File: config.mk
export PLATFORM = sky130hd
export DESIGN_NAME = elm_move_unit
export DESIGN_NICKNAME = d
export VERILOG_FILES = /design/src/rtl/elm_move_pkg.sv /design/src/rtl/elm_decode.sv /design/src/rtl/elm_lane_pick.sv /design/src/rtl/elm_lane_merge.sv /design/src/rtl/elm_move_unit.sv
export SDC_FILE = /design/constraint.sdc
export NUM_CORES = 1
export LEC_CHECK = 0
export BUFFER_PORTS_ARGS = -buffer_cell sky130_fd_sc_hd__buf_2
export CORE_AREA = 2 2 215 217
export CTS_CLUSTER_DIAMETER = 80
export DETAILED_ROUTE_END_ITERATION = 8
export DIE_AREA = 0 0 217 219
export SYNTH_ARGS = -nofsm -noshare
export SYNTH_HDL_FRONTEND = slang
export SYNTH_SLANG_ARGS = --single-unit
File: constraint.sdc
create_clock -name clk -period 3 [get_ports clk]
set_clock_uncertainty 0.2 [all_clocks]
set_input_delay 0.3 -clock clk [delete_from_list [all_inputs] [get_ports clk]]
set_output_delay 0.3 -clock clk [all_outputs]
set_load 0.01 [all_outputs]
File: src/rtl/elm_move_pkg.sv
package elm_move_pkg;

    localparam int VEC_W = 128;
    localparam int NFMT  = 4;

    typedef enum logic [1:0] {
        FMT_B = 2'd0,
        FMT_H = 2'd1,
        FMT_W = 2'd2,
        FMT_D = 2'd3
    } elm_fmt_e;

    localparam logic [3:0] OP_CPY_S = 4'd2;
    localparam logic [3:0] OP_CPY_U = 4'd3;
    localparam logic [3:0] OP_INS_G = 4'd4;
    localparam logic [3:0] OP_INS_V = 4'd5;

    localparam logic [5:0] ESC_CODE = 6'h3E;

    typedef struct packed {
        logic       lane_ok;
        logic       esc;
        elm_fmt_e   fmt;
        logic [3:0] idx;
        logic [3:0] op;
        logic [4:0] dst;
    } elm_dec_t;

endpackage

File: src/rtl/elm_decode.sv
module elm_decode
    import elm_move_pkg::*;
#(
    parameter int GPR_W = 64
) (
    input  logic [31:0] instr,
    output elm_dec_t    dec,
    output logic        is_copy,
    output logic        is_ins_g,
    output logic        is_ins_v,
    output logic        ri
);
    logic [5:0] dfn;
    logic       op_known;
    logic       needs_gpr;
    logic       wide_blocked;
    logic       unused_bits;

    assign dfn         = instr[21:16];
    assign unused_bits = ^{instr[31:26], instr[15:11], instr[5:0]};

    always_comb begin
        dec      = '0;
        dec.op   = instr[25:22];
        dec.dst  = instr[10:6];
        // prefix code: the count of leading ones picks the lane size
        casez (dfn)
            6'b00????: begin dec.lane_ok = 1'b1; dec.fmt = FMT_B; dec.idx = dfn[3:0];          end
            6'b100???: begin dec.lane_ok = 1'b1; dec.fmt = FMT_H; dec.idx = {1'b0, dfn[2:0]};  end
            6'b1100??: begin dec.lane_ok = 1'b1; dec.fmt = FMT_W; dec.idx = {2'b0, dfn[1:0]};  end
            6'b11100?: begin dec.lane_ok = 1'b1; dec.fmt = FMT_D; dec.idx = {3'b0, dfn[0]};    end
            ESC_CODE:  begin dec.esc = 1'b1; end
            default:   ;
        endcase

        op_known     = (dec.op == OP_CPY_S) || (dec.op == OP_CPY_U) ||
                       (dec.op == OP_INS_G) || (dec.op == OP_INS_V);
        needs_gpr    = (dec.op == OP_CPY_S) || (dec.op == OP_CPY_U) || (dec.op == OP_INS_G);
        wide_blocked = (GPR_W == 32) && (dec.fmt == FMT_D) && needs_gpr;

        ri       = !dec.esc && (!dec.lane_ok || !op_known || wide_blocked);
        is_copy  = !ri && dec.lane_ok && ((dec.op == OP_CPY_S) || (dec.op == OP_CPY_U));
        is_ins_g = !ri && dec.lane_ok && (dec.op == OP_INS_G);
        is_ins_v = !ri && dec.lane_ok && (dec.op == OP_INS_V);
    end

endmodule

File: src/rtl/elm_lane_pick.sv
module elm_lane_pick
    import elm_move_pkg::*;
#(
    parameter int GPR_W = 64
) (
    input  logic [VEC_W-1:0] vec,
    input  elm_fmt_e         fmt,
    input  logic [3:0]       idx,
    input  logic             sign_ext,
    output logic [GPR_W-1:0] value
);
    logic [GPR_W-1:0] cand [NFMT];

    for (genvar f = 0; f < NFMT; f++) begin : g_fmt
        localparam int LW = 8 << f;
        localparam int NL = VEC_W / LW;
        localparam int IW = $clog2(NL);
        localparam int SW = $clog2(LW);

        logic [6:0] sh;
        // lane number wraps at the lane count of this format
        assign sh = 7'(idx[IW-1:0]) << SW;

        if (LW >= GPR_W) begin : g_trunc
            assign cand[f] = vec[sh +: GPR_W];
        end else begin : g_ext
            assign cand[f] = {{(GPR_W - LW){sign_ext & vec[sh + 7'(LW - 1)]}}, vec[sh +: LW]};
        end
    end

    assign value = cand[fmt];

endmodule

File: src/rtl/elm_lane_merge.sv
module elm_lane_merge
    import elm_move_pkg::*;
(
    input  logic [VEC_W-1:0] base,
    input  logic [63:0]      put,
    input  elm_fmt_e         fmt,
    input  logic [3:0]       idx,
    output logic [VEC_W-1:0] merged
);
    logic [VEC_W-1:0] cand [NFMT];

    for (genvar f = 0; f < NFMT; f++) begin : g_fmt
        localparam int LW = 8 << f;
        localparam int NL = VEC_W / LW;
        localparam int IW = $clog2(NL);
        localparam int SW = $clog2(LW);

        logic [6:0]       sh;
        logic [VEC_W-1:0] mask;
        logic [VEC_W-1:0] lane;

        assign sh     = 7'(idx[IW-1:0]) << SW;
        assign mask   = VEC_W'({LW{1'b1}}) << sh;
        assign lane   = VEC_W'(put[LW-1:0]) << sh;
        assign cand[f] = (base & ~mask) | lane;
    end

    assign merged = cand[fmt];

endmodule

File: src/rtl/elm_move_unit.sv
module elm_move_unit
    import elm_move_pkg::*;
#(
    parameter int GPR_W = 64
) (
    input  logic              clk,
    input  logic              rst_n,
    input  logic              in_valid,
    output logic              in_ready,
    input  logic [31:0]       instr,
    input  logic [VEC_W-1:0]  vs_data,
    input  logic [VEC_W-1:0]  vd_data,
    input  logic [GPR_W-1:0]  gpr_data,
    output logic              out_valid,
    input  logic              out_ready,
    output logic              gpr_we,
    output logic              vr_we,
    output logic [4:0]        wb_addr,
    output logic [GPR_W-1:0]  gpr_wdata,
    output logic [VEC_W-1:0]  vr_wdata,
    output logic              ri_exc,
    output logic              ctl_escape
);
    if (GPR_W != 32 && GPR_W != 64) begin : g_bad_width
        $error("GPR_W must be 32 or 64");
    end

    typedef struct packed {
        logic             valid;
        logic             gwe;
        logic             vwe;
        logic             ri;
        logic             esc;
        logic [4:0]       addr;
        logic [GPR_W-1:0] gdata;
        logic [VEC_W-1:0] vdata;
    } wb_t;

    wb_t st_d, st_q;

    elm_dec_t         dec;
    logic             is_copy, is_ins_g, is_ins_v, dec_ri;
    logic [GPR_W-1:0] picked;
    logic [63:0]      put_val;
    logic [VEC_W-1:0] merged;
    logic             in_fire;

    elm_decode #(.GPR_W(GPR_W)) u_dec (
        .instr    (instr),
        .dec      (dec),
        .is_copy  (is_copy),
        .is_ins_g (is_ins_g),
        .is_ins_v (is_ins_v),
        .ri       (dec_ri)
    );

    elm_lane_pick #(.GPR_W(GPR_W)) u_pick (
        .vec      (vs_data),
        .fmt      (dec.fmt),
        .idx      (dec.idx),
        .sign_ext (dec.op == OP_CPY_S),
        .value    (picked)
    );

    assign put_val = is_ins_g ? 64'(gpr_data) : vs_data[63:0];

    elm_lane_merge u_merge (
        .base   (vd_data),
        .put    (put_val),
        .fmt    (dec.fmt),
        .idx    (dec.idx),
        .merged (merged)
    );

    assign in_ready = !st_q.valid || out_ready;
    assign in_fire  = in_valid && in_ready;

    always_comb begin
        st_d = st_q;
        if (in_ready) begin
            st_d.valid = in_valid;
            st_d.gwe   = in_valid && is_copy;
            st_d.vwe   = in_valid && (is_ins_g || is_ins_v);
            st_d.ri    = in_valid && dec_ri;
            st_d.esc   = in_valid && dec.esc;
            st_d.addr  = in_valid ? dec.dst : 5'd0;
            st_d.gdata = (in_valid && is_copy) ? picked : '0;
            st_d.vdata = (in_valid && (is_ins_g || is_ins_v)) ? merged : '0;
        end
    end

    always_ff @(posedge clk or negedge rst_n) begin
        if (!rst_n) st_q <= '0;
        else        st_q <= st_d;
    end

    assign out_valid  = st_q.valid;
    assign gpr_we     = st_q.gwe;
    assign vr_we      = st_q.vwe;
    assign wb_addr    = st_q.addr;
    assign gpr_wdata  = st_q.gdata;
    assign vr_wdata   = st_q.vdata;
    assign ri_exc     = st_q.ri;
    assign ctl_escape = st_q.esc;

    // a stalled result does not change
    a_r13_hold: assert property (@(posedge clk) disable iff (!rst_n)
        out_valid && !out_ready |=> out_valid && $stable(wb_addr) && $stable(gpr_wdata)
                                    && $stable(vr_wdata) && $stable(ri_exc));

    // an exception never writes
    a_r6_ri_nowrite: assert property (@(posedge clk) disable iff (!rst_n)
        ri_exc |-> !gpr_we && !vr_we);

    // the escape group writes nothing and is not an exception
    a_r5_esc_quiet: assert property (@(posedge clk) disable iff (!rst_n)
        ctl_escape |-> !ri_exc && !gpr_we && !vr_we && out_valid);

    // at most one register file is written per result
    a_r7_one_file: assert property (@(posedge clk) disable iff (!rst_n)
        !(gpr_we && vr_we));

    // unsigned byte copy leaves the upper bits clear
    a_r9_zext: assert property (@(posedge clk) disable iff (!rst_n)
        in_fire && !dec_ri && dec.lane_ok && dec.op == OP_CPY_U && dec.fmt == FMT_B
        |=> gpr_we && gpr_wdata[GPR_W-1:8] == '0);

    // signed byte copy replicates bit 7 upward
    a_r8_sext: assert property (@(posedge clk) disable iff (!rst_n)
        in_fire && !dec_ri && dec.lane_ok && dec.op == OP_CPY_S && dec.fmt == FMT_B
        |=> gpr_we && (gpr_wdata[GPR_W-1:7] == '0 || gpr_wdata[GPR_W-1:7] == '1));

    // inserting into byte lane 0 keeps every other byte
    a_r10_keep: assert property (@(posedge clk) disable iff (!rst_n)
        in_fire && is_ins_g && dec.fmt == FMT_B && dec.idx == 4'd0
        |=> vr_we && vr_wdata[VEC_W-1:8] == $past(vd_data[VEC_W-1:8]));

endmodule

==> results.py <==
metrics = {
    "clock_tree": {
        "cts_max_path_buffers": 3,
        "cts_setup_buffers": 0,
        "tritoncts.num_buffers": 27,
        "clk_pin_slew_worst_paths_ps": 60,
        "cts_sinks": 202,
        "cts_tree": "done",
        "cts_htree_levels": 1,
        "cts-root-buf": "sky130_fd_sc_hd__clkbuf_16",
        "clock_latency_ps": 570,
    },
    "global_route": {
        "wire_length_of_the_first_global_routing_pass_um": 150000,
        "initial_antenna_violation_count": 10,
        "grt_pass1_vias": 21686,
        "track_usage_pct": 42.6,
        "grt_start_max_net_pins": 96,
        "global_route.overflow_total": 0,
    },
    "yosys": {
        "synth_area_um2": 16600,
        "number_of_enable_flip_flop_cells_after_synthesis": 0,
        "synthDominantCellAreaShare_pct": 30.5,
        "async_flop_share_pct": 100,
        "synthesis.area_per_instance_um2": 7.41,
        "ys_dominant_reg_cell": "sky130_fd_sc_hd__dfrtp_1",
        "post-synth-top-area-cell": "sky130_fd_sc_hd__dfrtp_1",
        "netlist-cell-type-count": 76,
        "syn-num-nets": 2592,
        "yosysWarnings": 0,
        "synth_seq_area_share_pct": 30.5,
        "ys_seq_elements": 202,
        "synth_area_leaders": "sky130_fd_sc_hd__dfrtp_1 30%, sky130_fd_sc_hd__nand2_1 12%, sky130_fd_sc_hd__a21oi_1 5.7%, sky130_fd_sc_hd__mux2i_1 5.2%, sky130_fd_sc_hd__o21ai_0 4.6%",
        "gate_count_after_technology_mapping": 2236,
    },
    "placement": {
        "placement.io_buffers": 541,
        "dpl.hpwl_um": 79400,
        "placement.setup.worst_slack_ps": -154,
        "dpl_cell_area_um2": 21500,
        "routabilityCongestion": 0.989,
    },
    "timing": {
        "timing.final.ws_setup_ps": 179,
        "grt_setup_unrepaired": "no",
        "transition_time_of_the_tightest_slew_check_pin_ps": 929,
        "timing.max_slew.rel_slack_pct": 38.0,
        "hold_slack_ps": 13.8,
        "finalSetupViolations": 0,
        "timing.final.hold_violations": 0,
        "timing.final.max_slew_violations": 0,
        "fin_crit_ps": 2820,
        "finalCritPeriodShare_pct": 94.0,
        "max_freq_mhz": 355,
    },
    "die": {
        "io_pins": 559,
        "core_um2": 45100,
        "die_x_um": 217,
        "fp.dieArea_um2": 47500,
        "fp.dieH_um": 219,
        "starting_density_of_the_core_pct": 36.8,
        "core.rowCount": 78,
    },
    "min_path": {
        "type_of_the_tightest_min_delay_check": "in -> reg",
    },
    "drt": {
        "total_vias_in_the_final_route": 23134,
        "detail_route.vias_per_cell": 6.37,
        "drtAntennaViolNets": 0,
        "first_iter_violations": 2977,
        "avgRoutedWirePerCell_um": 29.0,
        "first_pass_iters": 7,
        "wirelength_um": 105000,
        "drcViolationCount": 0,
    },
    "finish": {
        "drive_gt1_share_pct": 29.1,
        "num-nets-final": 3359,
        "final_cell_mix": "540 x sky130_fd_sc_hd__buf_2, 533 x sky130_fd_sc_hd__nand2_1, 223 x sky130_fd_sc_hd__buf_4",
        "syn2layout_area_growth_pct": 44.9,
        "final.fill_count": 4389,
        "final_common_cell": "sky130_fd_sc_hd__buf_2",
        "post-route-util_pct": 53.3,
        "area_of_all_placed_cells_without_fillers_um2": 24000,
    },
    "power": {
        "power.ir.vdd_worst_mv": 0.385,
        "power.total_mw": 8.68,
        "leakage_nw": 11.2,
        "power_per_unit_of_standard_cell_area_nw_per_um2": 362,
    },
    "setup_path": {
        "end_kind": "flop",
        "worstSetupPathType": "in -> reg",
        "cp-start-kind": "input port",
        "biggest_fanout_along_the_worst_timing_path": 28,
        "data_arrival_time_of_the_critical_path_ps": 3090,
        "worst_ep_required_time_ps": 3270,
    },
    "status": {
        "outcome": "finished, final reports clean",
    },
    "job": {
        "max_cap_viol_count": 0,
    },
}
-- cell type report --
class                           instances  area [um2]  share of cell area, %
Multi-Input combinational cell       1806       10600                   44.3
Timing Repair Buffer                  956        6610                   27.5
Clock inverter                          9         106                  0.443
Tap cell                              600         751                   3.13
Sequential cell                       202        5050                   21.1
Clock buffer                           39         781                   3.25
Inverter                               10        37.5                  0.156
Antenna cell                            9        22.5                 0.0938
-- timing repair --
action | 4_1_cts | 5_1_grt
setup endpoints to repair | 0 | 3
hold endpoints to repair | 220 | 0
gates resized for setup | 0 | 2
hold buffers | 162 | 0
-- registers in the layout, indices dropped and copies added, names as in the netlist --
name	count
vr_we	1
gpr_wdata	64
ctl_escape	1
vr_wdata	128
out_valid	1
gpr_we	1
wb_addr	5
ri_exc	1
-- synthesized netlist by cell type, types with 41 or more instances --
cell type,number
sky130_fd_sc_hd__nor3_1,43
sky130_fd_sc_hd__dfrtp_1,202
sky130_fd_sc_hd__o21ai_0,152
sky130_fd_sc_hd__o221ai_1,60
sky130_fd_sc_hd__clkbuf_1,124
sky130_fd_sc_hd__nand3_1,112
sky130_fd_sc_hd__buf_2,44
sky130_fd_sc_hd__o211ai_1,84
sky130_fd_sc_hd__mux2i_1,86
sky130_fd_sc_hd__a21oi_1,190
sky130_fd_sc_hd__a31oi_1,41
sky130_fd_sc_hd__nor2_1,94
sky130_fd_sc_hd__a22oi_1,42
sky130_fd_sc_hd__a221o_1,45
sky130_fd_sc_hd__nand2_1,534
-- kinds of logic after synthesis --
logic type,share of synthesized area [%]
compound gates,34.6
xor+xnor,0.159
simple gates,22.2
flops,30.5
mux,6.71
buf+inv,5.82
-- final timing paths --
path / slack, ps / cells after the start / end / startpoint
min: 10 / 4 / gpr_wdata[58] / vs_data[122]
min reg2reg: 270 / 2 / wb_addr[2] / wb_addr[2]
max in group asynchronous: 1710 / 3 / vr_wdata[95] / rst_n
max reg2reg: 230 / 9 / vr_wdata[32] / out_valid
min in group asynchronous: 100 / 2 / vr_wdata[50] / rst_n
max: 180 / 12 / vr_wdata[28] / instr[20]
-- critical path: stages --
cell                            delay [ps]
sky130_fd_sc_hd__buf_2                 170
sky130_fd_sc_hd__mux2i_1               220
sky130_fd_sc_hd__buf_4                 150
sky130_fd_sc_hd__o22ai_1               170
sky130_fd_sc_hd__nor2_4                190
sky130_fd_sc_hd__buf_12                230
sky130_fd_sc_hd__mux2i_1               290
sky130_fd_sc_hd__buf_4                 210
sky130_fd_sc_hd__nor2_1                 70
sky130_fd_sc_hd__a2111oi_0             390
sky130_fd_sc_hd__dlygate4sd3_1         610
sky130_fd_sc_hd__a21oi_1                40
-- routing by layer --
layer | vias up | track usage, % | wire, um
li1 | 9968 | - | -
met1 | 11201 | 56.9 | 42100
met2 | 1644 | 66.0 | 46500
met3 | 315 | 7.30 | 10600
met4 | 6 | 22.1 | 5960
met5 | - | 0 | 34
-- power breakdown --
part           internal, mW  switching (mW)  total [mW]
Clock                  1.97            1.40        3.37
Combinational         0.947            1.58        2.52
Sequential             2.76          0.0251        2.79
-- per-stage QoR --
| step | TNS (ps) | instances |
|---|---|---|
| 6_report | 0 | 3631 |
| 5_1_grt | 0 | 3628 |
| 4_1_cts | 0 | 3622 |
| 3_5_place_dp | -7460 | 3412 |
| 3_3_place_gp | -5520 | 3412 |
| 2_1_floorplan | 0 | 2236 |
Power figures use the tool's default switching activity.
